$ cat src/rtl/hiccup_pkg.sv
package hiccup_pkg;
  typedef enum logic {
    HG_RUN  = 1'b0,
    HG_HOLD = 1'b1
  } hg_state_e;
endpackage

$ cat src/rtl/hiccup_evt_counter.sv
// Saturating up/down event counter: counts up on hits, down on misses, floors at 0.
module hiccup_evt_counter #(
  parameter int W = 3
) (
  input  logic         clk,
  input  logic         rst_n,
  input  logic         clr,
  input  logic         step,
  input  logic         up,
  output logic         full
);
  localparam logic [W-1:0] TOP = {W{1'b1}};

  logic [W-1:0] cnt_q;

  assign full = (cnt_q == TOP);

  always_ff @(posedge clk or negedge rst_n) begin
    if (!rst_n) begin
      cnt_q <= '0;
    end else if (clr) begin
      cnt_q <= '0;
    end else if (step) begin
      if (up) begin
        if (!full) cnt_q <= cnt_q + 1'b1;
      end else if (cnt_q != '0) begin
        cnt_q <= cnt_q - 1'b1;
      end
    end
  end
endmodule

$ cat src/rtl/hiccup_timeout.sv
// Counts switching-cycle ticks during the hold window and flags the last one.
module hiccup_timeout #(
  parameter int TIMEOUT_CYCLES = 4096
) (
  input  logic clk,
  input  logic rst_n,
  input  logic clr,
  input  logic step,
  output logic done
);
  localparam int TW = (TIMEOUT_CYCLES > 2) ? $clog2(TIMEOUT_CYCLES) : 1;
  localparam logic [TW-1:0] LAST = TW'(TIMEOUT_CYCLES - 1);

  logic [TW-1:0] tmo_q;

  assign done = step && (tmo_q == LAST);

  always_ff @(posedge clk or negedge rst_n) begin
    if (!rst_n) begin
      tmo_q <= '0;
    end else if (clr || done) begin
      tmo_q <= '0;
    end else if (step) begin
      tmo_q <= tmo_q + 1'b1;
    end
  end
endmodule

$ cat src/rtl/hiccup_guard.sv
module hiccup_guard
  import hiccup_pkg::*;
#(
  parameter int CNT_W          = 3,
  parameter int TIMEOUT_CYCLES = 4096
) (
  input  logic clk,
  input  logic rst_n,
  input  logic enable,
  input  logic cyc_tick,
  input  logic vlim_hit,
  output logic drv_stop,
  output logic restart_req,
  output logic pgood_force
);
  hg_state_e state_q;
  logic      cnt_full;
  logic      tmo_done;
  logic      trip;
  logic      holding;
  logic      restart_q;

  assign holding = (state_q == HG_HOLD);
  assign trip    = enable && !holding && cnt_full;

  hiccup_evt_counter #(.W(CNT_W)) u_cnt (
    .clk   (clk),
    .rst_n (rst_n),
    .clr   (!enable || trip),
    .step  (cyc_tick && !holding),
    .up    (vlim_hit),
    .full  (cnt_full)
  );

  hiccup_timeout #(.TIMEOUT_CYCLES(TIMEOUT_CYCLES)) u_tmo (
    .clk   (clk),
    .rst_n (rst_n),
    .clr   (!enable || !holding),
    .step  (cyc_tick && holding),
    .done  (tmo_done)
  );

  always_ff @(posedge clk or negedge rst_n) begin
    if (!rst_n) begin
      state_q   <= HG_RUN;
      restart_q <= 1'b0;
    end else if (!enable) begin
      state_q   <= HG_RUN;
      restart_q <= 1'b0;
    end else begin
      restart_q <= 1'b0;
      case (state_q)
        HG_RUN:  if (trip) state_q <= HG_HOLD;
        HG_HOLD: if (tmo_done) begin
          state_q   <= HG_RUN;
          restart_q <= 1'b1;
        end
        default: state_q <= HG_RUN;
      endcase
    end
  end

  assign drv_stop    = holding || cnt_full;
  assign pgood_force = holding || cnt_full;
  assign restart_req = restart_q;
endmodule

$ cat config.mk
export PLATFORM = sky130hd
export DESIGN_NAME = hiccup_guard
export DESIGN_NICKNAME = d
export VERILOG_FILES = /design/src/rtl/hiccup_pkg.sv /design/src/rtl/hiccup_evt_counter.sv /design/src/rtl/hiccup_timeout.sv /design/src/rtl/hiccup_guard.sv
export SDC_FILE = /design/constraint.sdc
export NUM_CORES = 1
export LEC_CHECK = 0
export CAP_MARGIN = 10
export CELL_PAD_IN_SITES_DETAIL_PLACEMENT = 2
export CELL_PAD_IN_SITES_GLOBAL_PLACEMENT = 2
export CORE_MARGIN = 2
export CORE_UTILIZATION = 35
export CTS_CLUSTER_DIAMETER = 120
export DETAILED_ROUTE_END_ITERATION = 7
export GPL_TIMING_DRIVEN = 0
export PLACE_DENSITY_LB_ADDON = 0.1
export SLEW_MARGIN = 5
export SYNTH_ARGS = -nofsm -noshare
export SYNTH_HDL_FRONTEND = slang
export SYNTH_SLANG_ARGS = --single-unit
$ cat constraint.sdc
create_clock -name clk -period 2.2 [get_ports clk]
set_clock_uncertainty 0.05 [all_clocks]
set_input_delay 0.44 -clock clk [delete_from_list [all_inputs] [get_ports clk]]
set_output_delay 0.44 -clock clk [all_outputs]
set_load 0.05 [all_outputs]
==> impl_metrics.py, run 1 <==
metrics = {
    "final_layout": {
        "n_antenna_cell": 0,
        "drive_gt1_share_pct": 12.2,
        "multiInputGateArea_um2": 492,
        "regArea_um2": 425,
        "fillers": 304,
        "layout.cells.non_filler": 146,
        "area.growth.synth_to_final_pct": 13.9,
        "nets": 123,
    },
    "critical_path": {
        "cp.required_ns": 2.30,
        "worstSetupPathType": "in2reg",
        "endpoint_kind": "flop",
        "critPathMaxStageDelay_ns": 0.53,
        "critPathArrivalTime_ns": 2.16,
        "worstPathMaxFanout": 4,
        "critical_path.slowest_cell": "clkdlybuf4s50_1",
        "critical_path.cell_chain": "clkdlybuf4s50_1 -> inv_1 -> fa_1 -> nand4_1 -> a21oi_1 -> a2111oi_0",
        "crit_path_start_kind": "input port",
        "cp_top_family": "buffers and inverters",
        "critPathBufInv": 2,
    },
    "routing": {
        "viasPerCell": 5.43,
        "routed_wl_um": 2240,
        "drt-wirelength-per-cell_um": 15.4,
        "drt_iter0_drc": 18,
        "ant_nets": 0,
        "first_pass_iters": 4,
        "drc_errors": 0,
        "vias": 793,
    },
    "yosys": {
        "synth-adder-area-share_pct": 3.38,
        "synth.distinct_cells": 35,
        "synthFlopType": "dfrtp_1",
        "synth_cells": 104,
        "syn_nets": 111,
        "synth.avg_cell_area_um2": 9.25,
        "synth_top_family_by_area": "simple AND/OR/NAND/NOR gates",
        "seq_area_frac_synth_pct": 44.2,
        "synthXorXnorAreaFrac_pct": 8.19,
        "yosysWarnings": 0,
        "synthesis.area_um2": 962,
        "synth-compound-area-share_pct": 8.32,
        "synth_edf_count": 0,
        "yosys.area_share.simple_pct": 30.2,
        "yosys_register_bits": 17,
        "synth_mux_area_share_pct": 1.04,
        "async_flop_share_pct": 100,
    },
    "timing": {
        "hold_viol": 0,
        "max_freq_mhz": 485,
        "fin_crit_sh_pct": 93.7,
        "setup_violations": 0,
        "rsz0062_at_grt": "no",
        "final_max_slew_viol_count": 0,
        "tightest_slew_ns": 0.780,
        "hold_slack_ns": 0.529,
        "slew-limit-headroom_pct": 47.9,
        "fin_crit_ns": 2.06,
    },
    "placement": {
        "placedCellCount": 142,
        "post-dp-hpwl_um": 1690,
        "place_congestion": 0.739,
        "portBuffers": 7,
    },
    "grt": {
        "grt_max_degree": 18,
        "grt_pass1_wl_um": 3950,
        "grt_usage_pct": 16.1,
        "antenna_found_initial": 0,
        "first_global_vias": 865,
        "gr-total-overflow": 0,
    },
    "floorplanning": {
        "fp.dieArea_um2": 3180,
        "die_w_um": 56.4,
        "core_area_um2": 2690,
        "num_io_pins": 8,
        "rows": 19,
        "die_h_um": 56.4,
        "start_util_pct": 35.8,
    },
    "power": {
        "p_leak_uw": 0.000433,
        "peakVddDrop_uv": 227,
        "p_per_area_nw_per_um2": 512,
    },
    "clock_network": {
        "post_cts_buffers": 0,
        "htree_levels": 1,
        "cts_hold_buffers": 0,
        "worstSkewPairLatency_ns": 0.29,
        "clockBufferDepth": 2,
        "path_clk_slew_ns": 0.09,
        "root_buffer": "clkbuf_4",
        "numCtsBuffers": 3,
        "cts.sinks": 17,
        "cts_tree": "yes",
    },
    "flow_run": {
        "drv_cap": 0,
    },
    "run_status": {
        "outcome": "finished clean",
    },
    "min_path": {
        "hp-class": "reg2reg",
    },
}
==> cell type report <==
cell class,count,area share (%)
Inverter,4,1.37
Timing Repair Buffer,7,6.05
Tap cell,31,3.54
Multi-Input combinational cell,78,44.9
Buffer,5,2.97
Clock buffer,4,2.40
Sequential cell,17,38.8
==> metrics by stage <==
stage	instance area, um2	setup TNS, ns	util [%]	power [uW]	setup slack (ns)
finish	1100	0	40.8	562	0.139
floorplan	962	0	-	369	0.302
global placement	1070	-0.498	39.9	393	-0.142
global route	1100	0	40.8	594	0.0608
detailed placement	1070	-0.842	39.9	397	-0.158
CTS	1100	0	41.0	577	0.0916
==> worst paths after layout <==
| check | from | endpoint | slack, ns | cells after the start |
|---|---|---|---|---|
| setup / recovery | vlim_hit | u_cnt.cnt_q[2] | 0.14 | 6 |
| hold / removal | u_tmo.tmo_q[6] | u_tmo.tmo_q[6] | 0.53 | 2 |
| setup reg to reg | u_tmo.tmo_q[4] | u_tmo.tmo_q[4] | 0.42 | 5 |
| hold reg to reg | u_tmo.tmo_q[6] | u_tmo.tmo_q[6] | 0.53 | 2 |
| max in group asynchronous | rst_n | u_cnt.cnt_q[0] | 1.07 | 1 |
| min in group asynchronous | rst_n | u_tmo.tmo_q[10] | 0.54 | 1 |
==> synth_stat cells (all sizes together) (2+ instances only) <==
cell type	count	share of area (%)
xnor2	7	6.4
xor2	2	1.8
nand4	4	3.3
dfrtp	17	44
or2	3	2.2
clkbuf	3	1.2
nor2	13	5.1
nand3	6	3.6
nor4	4	2.6
nor3	4	2.1
nand2b	3	2.0
or3	2	1.3
inv	4	1.6
buf	2	2.0
a21oi	6	3.1
o21ai	3	1.6
nand2	7	2.7
==> worst reg2reg max path: stages, from the launching register on <==
cell,delay (ns)
dfrtp_1,0.42
nand4_2,0.20
or4_1,0.53
clkbuf_1,0.19
nand3_2,0.21
nor2_1,0.08
==> state kept, by name (all words and copies together), names as in the netlist <==
register / count
u_cnt.cnt_q: 3
holding: 1
u_tmo.tmo_q: 12
restart_req: 1
==> layout by cell type (no fill, tap or decap), types with 2 or more instances in the layout <==
cell type         n
clkdlybuf4s50_1   5
nor2_1           13
xnor2_1           7
clkbuf_4          3
xor2_1            2
nor3_1            4
dfrtp_1          17
clkbuf_2          2
nor4_1            4
o21ai_0           3
nand3_1           5
nand2b_1          3
or2_2             2
inv_1             4
nand2_1           7
or3_1             2
nand4_1           3
a21oi_1           6
clkbuf_1          2
==> cells by family (layout without fill, tap and decap cells) <==
family | count (synthesis) | count (layout)
mux | 1 | 1
fa+ha+maj | 2 | 2
xor+xnor | 9 | 9
simple gates | 53 | 53
buf+inv | 9 | 20
compound gates | 13 | 13
flops | 17 | 17
==> routing by layer <==
layer | vias to the layer above | GRT usage (%) | wire length (um) | part of all wire [%]
met5 | - | 0 | 0 | 0
met4 | 0 | 7.14 | 30 | 1.3
met3 | 4 | 3.00 | 43 | 1.9
met2 | 7 | 27.6 | 1160 | 52
met1 | 400 | 19.6 | 1010 | 45
li1 | 382 | - | - | -
==> power breakdown <==
part	internal, uW	switching, uW
clock network	70.6	101
registers	317	4.53
logic	30.5	38.0
total	418	144
==> timing repair <==
| action | CTS | global route |
|---|---|---|
| endpoints found under the setup margin | 2 | 1 |
| gates cloned | 0 | 0 |
| pin swaps | 0 | 0 |
| resized for setup | 8 | 2 |
Note: power is estimated with default switching activity, not from simulation.
==> inputs of run 2 (changes only) <==
--- a/config.mk
+++ b/config.mk
@@ -14,7 +14,7 @@
 export DETAILED_ROUTE_END_ITERATION = 7
 export GPL_TIMING_DRIVEN = 0
 export PLACE_DENSITY_LB_ADDON = 0.1
-export SLEW_MARGIN = 5
+export SLEW_MARGIN = 20
 export SYNTH_ARGS = -nofsm -noshare
 export SYNTH_HDL_FRONTEND = slang
 export SYNTH_SLANG_ARGS = --single-unit
==> results of run 2 <==
The final DEF is identical to that of run 1; final timing and power are the same.
